### config.mk
export PLATFORM = sky130hd
export DESIGN_NAME = pwm_mode_bank
export DESIGN_NICKNAME = d
export VERILOG_FILES = /design/src/rtl/pwm_pkg.sv /design/src/rtl/pwm_regs.sv /design/src/rtl/pwm_counter.sv /design/src/rtl/pwm_channel.sv /design/src/rtl/pwm_mode_bank.sv
export SDC_FILE = /design/constraint.sdc
export NUM_CORES = 1
export LEC_CHECK = 0
export ABC_AREA = 1
export BUFFER_PORTS_ARGS = -buffer_cell sky130_fd_sc_hd__buf_2
export CAP_MARGIN = 5
export CORE_MARGIN = 10
export CORE_UTILIZATION = 35
export CTS_BUF_LIST = sky130_fd_sc_hd__clkbuf_2
export DETAILED_ROUTE_END_ITERATION = 8
export PLACE_DENSITY_LB_ADDON = 0.2
export SLEW_MARGIN = 40
export SYNTH_ARGS = -nofsm -noshare
export SYNTH_HDL_FRONTEND = slang
export SYNTH_SLANG_ARGS = --single-unit
### constraint.sdc
create_clock -name clk -period 2.9 [get_ports clk]
set_input_delay 0.58 -clock clk [delete_from_list [all_inputs] [get_ports clk]]
set_output_delay 0.58 -clock clk [all_outputs]
set_load 0.01 [all_outputs]
### src/rtl/pwm_pkg.sv
// Shared definitions for the PWM bank: mode codes and register word addresses.
// Assumes the word addresses below are decoded by pwm_regs and nowhere else.
package pwm_pkg;

    typedef enum logic [1:0] {
        MODE_LOW_FIRST  = 2'b00,
        MODE_HIGH_FIRST = 2'b01,
        MODE_FORCE_LO   = 2'b10,
        MODE_FORCE_HI   = 2'b11
    } pwm_mode_e;

    localparam int ADDR_PERIOD = 0;
    localparam int ADDR_MODES  = 1;
    localparam int ADDR_ENABLE = 2;
    localparam int ADDR_MATCH0 = 3;

endpackage

### src/rtl/pwm_regs.sv
// Register file for the PWM bank. It holds the staging copies of period and match
// written by software, the live copies that reload on the counter wrap, and the
// mode and enable fields, which act at once.
// Assumes DATA_W covers CNT_W, 2*NUM_CH and NUM_CH bits.
module pwm_regs
    import pwm_pkg::*;
#(
    parameter int NUM_CH = 9,
    parameter int CNT_W  = 16,
    parameter int DATA_W = 32,
    parameter int ADDR_W = 4
) (
    input  logic                    clk,
    input  logic                    rst_n,
    input  logic                    wr_en,
    input  logic [ADDR_W-1:0]       addr,
    input  logic [DATA_W-1:0]       wdata,
    output logic [DATA_W-1:0]       rdata,
    input  logic                    wrap,
    output logic [CNT_W-1:0]        period_act,
    output logic [NUM_CH*CNT_W-1:0] match_act,
    output logic [2*NUM_CH-1:0]     modes,
    output logic [NUM_CH-1:0]       enables
);

    localparam int MODE_W = 2 * NUM_CH;

    logic [CNT_W-1:0] period_stg;
    logic [CNT_W-1:0] match_stg [NUM_CH];

    // Period staging register and its live copy, reloaded only on wrap.
    always_ff @(posedge clk) begin
        if (!rst_n) begin
            period_stg <= '0;
            period_act <= '0;
        end else begin
            if (wrap)
                period_act <= period_stg;
            if (wr_en && addr == ADDR_W'(ADDR_PERIOD))
                period_stg <= wdata[CNT_W-1:0];
        end
    end

    // Match staging registers and live copies, one pair per channel.
    always_ff @(posedge clk) begin
        if (!rst_n) begin
            for (int i = 0; i < NUM_CH; i++) begin
                match_stg[i]                <= '0;
                match_act[i*CNT_W +: CNT_W] <= '0;
            end
        end else begin
            for (int i = 0; i < NUM_CH; i++) begin
                if (wrap)
                    match_act[i*CNT_W +: CNT_W] <= match_stg[i];
                if (wr_en && addr == ADDR_W'(ADDR_MATCH0 + i))
                    match_stg[i] <= wdata[CNT_W-1:0];
            end
        end
    end

    // Mode and enable fields, applied without waiting for a wrap.
    always_ff @(posedge clk) begin
        if (!rst_n) begin
            modes   <= '0;
            enables <= '0;
        end else if (wr_en) begin
            if (addr == ADDR_W'(ADDR_MODES))
                modes <= wdata[MODE_W-1:0];
            if (addr == ADDR_W'(ADDR_ENABLE))
                enables <= wdata[NUM_CH-1:0];
        end
    end

    // Read mux over the software-visible (staging) values; unmapped reads give 0.
    always_comb begin
        rdata = '0;
        if (addr == ADDR_W'(ADDR_PERIOD))
            rdata = DATA_W'(period_stg);
        if (addr == ADDR_W'(ADDR_MODES))
            rdata = DATA_W'(modes);
        if (addr == ADDR_W'(ADDR_ENABLE))
            rdata = DATA_W'(enables);
        for (int i = 0; i < NUM_CH; i++)
            if (addr == ADDR_W'(ADDR_MATCH0 + i))
                rdata = DATA_W'(match_stg[i]);
    end

    AST_PERIOD_HOLDS_OFF_WRAP: assert property (@(posedge clk) disable iff (!rst_n)
        !wrap |=> $stable(period_act)) else $error("live period moved off wrap");

    AST_MATCH_HOLDS_OFF_WRAP: assert property (@(posedge clk) disable iff (!rst_n)
        !wrap |=> $stable(match_act)) else $error("live match moved off wrap");

endmodule

### src/rtl/pwm_counter.sv
// Up-counting timebase. It counts 0..period_act and flags the wrap clock.
// Assumes period_act changes only on the wrap flagged here.
module pwm_counter #(
    parameter int CNT_W = 16
) (
    input  logic             clk,
    input  logic             rst_n,
    input  logic [CNT_W-1:0] period_act,
    output logic [CNT_W-1:0] cnt,
    output logic             wrap
);

    // Wrap when the count has reached (or somehow passed) the live period.
    always_comb wrap = (cnt >= period_act);

    // Advance the count, or return to zero on the wrap clock.
    always_ff @(posedge clk) begin
        if (!rst_n)
            cnt <= '0;
        else if (wrap)
            cnt <= '0;
        else
            cnt <= cnt + CNT_W'(1);
    end

    AST_CNT_WITHIN_PERIOD: assert property (@(posedge clk) disable iff (!rst_n)
        cnt <= period_act) else $error("count above period");

    AST_WRAP_RETURNS_ZERO: assert property (@(posedge clk) disable iff (!rst_n)
        (cnt == period_act) |=> (cnt == '0)) else $error("no wrap to zero");

    AST_COUNT_STEPS_ONE: assert property (@(posedge clk) disable iff (!rst_n)
        (cnt < period_act) |=> (cnt == $past(cnt) + CNT_W'(1))) else $error("bad step");

endmodule

### src/rtl/pwm_channel.sv
// One PWM channel. It compares the count with its live match value, applies the
// mode and the enable gate, and registers the result.
// Assumes the mode and enable inputs are already register outputs.
module pwm_channel
    import pwm_pkg::*;
#(
    parameter int CNT_W = 16
) (
    input  logic             clk,
    input  logic             rst_n,
    input  logic [CNT_W-1:0] cnt,
    input  logic [CNT_W-1:0] match_val,
    input  logic [1:0]       mode,
    input  logic             enable,
    output logic             pwm
);

    logic before_match;
    logic next_level;

    // Compare: true while the count is still below the match value.
    always_comb before_match = (cnt < match_val);

    // Decode the mode into the level for the next clock.
    always_comb begin
        case (pwm_mode_e'(mode))
            MODE_LOW_FIRST:  next_level = !before_match;
            MODE_HIGH_FIRST: next_level = before_match;
            MODE_FORCE_LO:   next_level = 1'b0;
            default:         next_level = 1'b1;
        endcase
    end

    // Output register with the enable gate; a disabled channel rests at 0.
    always_ff @(posedge clk) begin
        if (!rst_n)
            pwm <= 1'b0;
        else
            pwm <= enable & next_level;
    end

    AST_DISABLED_IS_LOW: assert property (@(posedge clk) disable iff (!rst_n)
        !enable |=> !pwm) else $error("disabled channel high");

    AST_FORCED_LOW: assert property (@(posedge clk) disable iff (!rst_n)
        (enable && mode == 2'b10) |=> !pwm) else $error("forced-low channel high");

    AST_FORCED_HIGH: assert property (@(posedge clk) disable iff (!rst_n)
        (enable && mode == 2'b11) |=> pwm) else $error("forced-high channel low");

endmodule

### src/rtl/pwm_mode_bank.sv
// Top of the PWM bank: one shared timebase, a register file, and NUM_CH channels.
// Assumes a single clock domain and a synchronous active-low reset.
module pwm_mode_bank #(
    parameter int NUM_CH = 9,
    parameter int CNT_W  = 16,
    parameter int DATA_W = 32,
    parameter int ADDR_W = $clog2(NUM_CH + 3)
) (
    input  logic              clk,
    input  logic              rst_n,
    input  logic              wr_en,
    input  logic [ADDR_W-1:0] addr,
    input  logic [DATA_W-1:0] wdata,
    output logic [DATA_W-1:0] rdata,
    output logic [NUM_CH-1:0] pwm_out
);

    logic [CNT_W-1:0]        cnt;
    logic                    wrap;
    logic [CNT_W-1:0]        period_act;
    logic [NUM_CH*CNT_W-1:0] match_act;
    logic [2*NUM_CH-1:0]     modes;
    logic [NUM_CH-1:0]       enables;

    pwm_regs #(
        .NUM_CH(NUM_CH), .CNT_W(CNT_W), .DATA_W(DATA_W), .ADDR_W(ADDR_W)
    ) u_regs (
        .clk(clk), .rst_n(rst_n), .wr_en(wr_en), .addr(addr), .wdata(wdata),
        .rdata(rdata), .wrap(wrap), .period_act(period_act),
        .match_act(match_act), .modes(modes), .enables(enables)
    );

    pwm_counter #(.CNT_W(CNT_W)) u_counter (
        .clk(clk), .rst_n(rst_n), .period_act(period_act), .cnt(cnt), .wrap(wrap)
    );

    for (genvar ch = 0; ch < NUM_CH; ch++) begin : g_ch
        pwm_channel #(.CNT_W(CNT_W)) u_ch (
            .clk(clk), .rst_n(rst_n), .cnt(cnt),
            .match_val(match_act[ch*CNT_W +: CNT_W]),
            .mode(modes[2*ch +: 2]), .enable(enables[ch]),
            .pwm(pwm_out[ch])
        );
    end

endmodule

# Yosys cells after proc, flatten, opt, wreduce, memory -nomap -nowiden

Memory sizes are Yosys's and may differ from the RTL's.
Index checks and enable logic that the tools add are counted.

Bitwise gates (word level): 19
Add/sub/neg operators: 1
$lt $le $gt $ge: 10
Reduce and logical (&&, ||, !) cells: 32
Multiplexer cells: 58
Eq/ne operators: 29

Operators with widths:

| kind                    | count |
|---|---|
| $mux W18                | 11 |
| $mux W16                | 10 |
| $lt A16 B16 Y1          | 9 |
| $mux W1                 | 28 |
| $pmux W1 S3             | 9 |
| $eq A2 B1 Y1 const B    | 9 |
| $eq A2 B2 Y1 const B    | 9 |
| $logic_not A2 Y1        | 9 |
| $add A16 B1 Y16 const B | 1 |
| $eq A4 B3 Y1 const B    | 4 |
| $eq A4 B4 Y1 const B    | 4 |
| $ge A16 B16 Y1          | 1 |
| $logic_and A1 B1 Y1     | 10 |
| $and A1 B1 Y1           | 9 |
| $logic_not A1 Y1        | 9 |
| $or A1 B1 Y1            | 9 |
| $eq A4 B2 Y1 const B    | 2 |
| $eq A4 B1 Y1 const B    | 1 |
| $logic_not A4 Y1        | 1 |
| $reduce_and A2 Y1       | 2 |
| $reduce_or A2 Y1        | 1 |
| $not A1 Y1              | 1 |

Memories: 1
Input bits: 39
Output and inout bits: 41
Register bits: 228
Memory bits (writable): 144
Logic and storage cells: 165

Memory list:

| memory           | words | bits a word | read ports | clocked after memory_dff | wr ports | line           | RTL |
|---|---|---|---|---|---|---|---|
| u_regs.match_stg | 9     | 16          | 9          | 0                        | 9        | pwm_regs.sv:29 | `logic [CNT_W-1:0] match_stg [NUM_CH];` |

# Logic depth before layout (Yosys ltp)

Depth after elaboration: 13
Mapped depth: 14
Gate-level depth less buffers: 14

# Hierarchy

A second synthesis with hierarchy kept.

Cell total of the unflattened synthesis: 2,270
Area, all modules: 18,605.3 µm²

Modules (own cells, without submodules):

| module      | area each (µm²) | sequential area each (µm²) | instances | cells each |
|---|---|---|---|---|
| pwm_regs    | 13,166.4        | 8,388.0                    | 1         | 1,436 |
| pwm_channel | 473.0           | 20.0                       | 9         | 74 |
| pwm_counter | 1,182.4         | 320.3                      | 1         | 168 |

# Worst setup path before layout

No wires, ideal clock.

Path kind: input-to-reg
From: input addr[0]
To: memory u_regs.match_stg[5][0] (netlist: u_regs.match_stg[0][80]) (enable)
Path buffers: 2
Data required time: 2,489 ps
Setup slack: -47 ps
Library setup time: 411 ps
Arrival: 2,536 ps
Stages: 5
Path through: nor2_1 -> clkbuf_1 -> nand2_1 -> clkbuf_1 -> o21ai_0

RTL lines:

| element            | line                | RTL |
|---|---|---|
| start: declaration | pwm_mode_bank.sv:12 | `input logic [ADDR_W-1:0] addr,` |
| end: declaration   | pwm_regs.sv:29      |  |

==> impl_metrics.toml <==
[status]
status = "complete, but fails checks"
violations = "setup timing"

[sta]
max_clock_freq_ghz = 0.322
timing_max_transition_violations_final = 0
finClkSkew_ns = 0.0788
slew_headroom_pct = 47.0
setup_viol = 9
fin_crit_ns = 3.10
finalHoldViolations = 0
layout_setup_ws_ns = -0.201
timing.final.crit_share_pct = 107
worst_pin_slew_ns = 0.792
rsz0062_at_grt = "true"

[placed_design]
gp_congestion = 0.829
io_buffers = 51
dp.cells = 3058
dp_slack_ns = 0.0453
dp_hpwl_um = 39200

[clock_network]
cts_buffer_depth = 3
cts.sinks = 372
cts_buffers = 92
root_buffer = "clkbuf_2"
cts.htree.levels = 3
cts_tree = "yes"
clk_pin_slew_ns = 0.09
worstSkewPairLatency_ns = 1.06

[power_and_ir_drop]
pwr-share-seq_pct = 39.7
p_int_mw = 10.1
irDropWorstVdd_mv = 0.662
finalPower_mw = 17.4
leakagePower_nw = 9.45
swShare_pct = 42.3
comb_power_share_pct = 40.3
p_switching_mw = 7.38
clockPowerShare_pct = 20.0
p_per_area_nw_per_um2 = 806

[floorplanning]
die_h_um = 251
fp-row-count = 84
fp.dieW_um = 251
core_area_um2 = 52800
start_util_pct = 35.5
die-area_um2 = 63200
ios = 80

[route]
ant_nets = 0
drc = 0
drt-wirelength-per-cell_um = 16.9
avgViaCountPerCell = 4.83
vias = 15800
first_pass_iters = 5
drt-total-wl_um = 55000
drt-initial-drc-count = 829

[grt]
grt-ovfl-total = 0
grt_pass1_wl_um = 85700
grt_pass1_vias = 15400
antenna_found_initial = 1
grt_max_degree = 115
track_usage_pct = 17.2

[final_layout]
instances_no_fill = 3261
drive_gt1_share_pct = 15.4
final_nets = 2692
syn_to_final_growth_pct = 15.4
register_area_um2 = 8900
fillers = 5545
multiInputGateArea_um2 = 8490

[worst_setup_path]
crit_family = "simple AND/OR/NAND/NOR gates"
cp_max_fo = 2
worstSetupEndpointType = "output pin"
path_cells = "nand3_2, nand4_1, nor2_2, nand4_1, nand2_1, nand4_1, buf_2"
critPathMostFrequentCell = "nand4_1"
r2r-start = "u_regs.period_act[9]"
ff2ff_path_depth = 8
timing.rr.end = "u_regs.match_act[132]"
critical_path_arrival_ns = 2.52
cpPeakStageDelay_ns = 0.42
worstPathRequired_ns = 2.32
worst_setup_path_start_kind = "flip-flop"
critPathSlowestCell = "edfxtp_1"
critPathBufInv = 1
r2r_slack_ns = 0.39
critPathKind = "reg2out"

[synthesis]
ys_warn_count = 0
ys_ff_latch = 372
synth_top_area_cell = "dfxtp_1"
ys_types = 27
syn_area_um2 = 18700
synth.avg_cell_area_um2 = 7.98
seq_area_frac_synth_pct = 47.4
synth_area_leaders = "dfxtp_1 24%, edfxtp_1 23%, nand2_1 11%"
yosysTopAreaCellShare_pct = 24.3
syn_inst = 2349

[worst_hold_path]
min_from = "wr_en"
min_path_type = "in2reg"
min_to = "u_regs.modes[2]"
holdPathStages = 4

[flow_run]
cap_viol_max_count = 0
## cells in the final DEF (no fill, tap or decap), drive strengths merged
master,instances
nor2,249
bufinv,1
nor4,5
dfxtp,228
a31oi,1
clkinv,27
dlygate4sd3,19
inv,318
nor3,21
nand3,69
ha,152
conb,14
a21oi,238
clkbuf,139
o21ai,72
diode,2
nand2,570
edfxtp,144
xor2,4
nand4,130
buf,152
xnor2,3
o21a,15
## stage by stage
| stage | TNS, ns | utilization (%) | area (µm²) | hold slack [ns] |
|---|---|---|---|---|
| global route | -2.60 | 41.0 | 21600 | 0.0650 |
| finish | -0.792 | 41.0 | 21600 | 0.0955 |
| floorplan | 0 | - | 18800 | 0.433 |
| global placement | 0 | 38.0 | 20000 | 0.445 |
| CTS | -2.88 | 40.7 | 21500 | 0.00741 |
| detailed placement | 0 | 38.0 | 20000 | 0.469 |
## synthesized netlist by cell type
library cell  instances
nand2_1             568
inv_1               318
nor2_1              249
a21oi_1             237
dfxtp_1             228
ha_1                152
edfxtp_1            144
nand4_1             130
o21ai_0              72
clkbuf_1             69
nand3_1              68
buf_4                35
nor3_1               21
buf_2                17
o21a_1               15
buf_1                 5
nor4_1                4
xor2_1                4
xnor2_1               3
clkinv_1              2
nand2_2               2
a21oi_2               1
a31oi_1               1
conb_1                1
inv_2                 1
nand3_2               1
nor4_2                1
## layout make-up
type	instances	area share (%)
Antenna cell	2	0.0231
Clock buffer	139	3.22
Clock inverter	25	0.567
Inverter	321	5.60
Multi-Input combinational cell	1543	39.2
Sequential cell	372	41.2
Tap cell	688	3.98
Timing Repair Buffer	171	6.20
## sequential cells by signal, indices dropped and copies added, names as in the netlist
register / flops
u_regs.period_stg: 16
g_ch.u_ch.pwm: 9
u_regs.match_act: 144
u_counter.cnt: 16
u_regs.modes: 18
u_regs.period_act: 16
u_regs.match_stg: 144
u_regs.enables: 9
## power groups by stage
stage | sequential, mW | combinational, mW | clock [mW]
2_1_floorplan | 6.92 | 5.00 | 0
3_3_place_gp | 7.02 | 6.80 | 0
3_5_place_dp | 7.05 | 6.95 | 0
4_1_cts | 6.92 | 7.05 | 3.62
5_1_grt | 7.05 | 8.02 | 3.89
6_report | 6.92 | 7.02 | 3.49
## tightest hold or removal path: cells and delay by family
| kind | cells | cell delay [ns] |
|---|---|---|
| AO/OA/AOI/OAI | 1 | 0.06 |
| buffers and inverters | 2 | 0.33 |
| AND/OR/NAND/NOR | 1 | 0.11 |
## timing repair
item	4_1_cts	5_1_grt
endpoints found under the hold margin	76	0
hold buffers	19	0
pin swaps	59	49
buffers inserted	12	6
resized for setup	98	21
endpoints found under the setup margin	16	16
## worst max-delay path by stage
stage,startpoint,end,depth (start not counted),slack (ns)
after detailed placement,addr[0],rdata[4],13,0.05
final,u_regs.match_stg[0][1],rdata[1],7,-0.20
after global placement,addr[0],rdata[7],13,0.06
after global routing,u_regs.match_stg[0][1],rdata[1],7,-0.27
after CTS,u_regs.match_stg[0][1],rdata[1],7,-0.33
after floorplan,addr[3],u_regs.match_stg[0][112],6,0.11
## per-layer routing
| metal | share of wire, % | track usage (%) | wire (µm) | vias to the layer above |
|---|---|---|---|---|
| met5 | 0 | 0 | 0 | - |
| li1 | - | - | - | 8013 |
| met2 | 48 | 29.3 | 26200 | 381 |
| met3 | 5.3 | 3.10 | 2910 | 102 |
| met1 | 44 | 21.0 | 24200 | 7260 |
| met4 | 3.0 | 7.69 | 1620 | 0 |
## cells by family (layout without fill, tap and decap cells)
logic type / Yosys count / after routing / share of synthesized area [%]
AOI/OAI and AO/OA: 326 / 326 / 8.93
xor gates and xnor gates: 7 / 7 / 0.327
adders and majority gates: 152 / 152 / 10.1
buffers and inverters: 447 / 656 / 9.77
DFF: 372 / 372 / 47.4
other: 1 / 16 / 0.0200
and+or+nand+nor: 1044 / 1044 / 23.4
(Power assumes the default switching activity.)
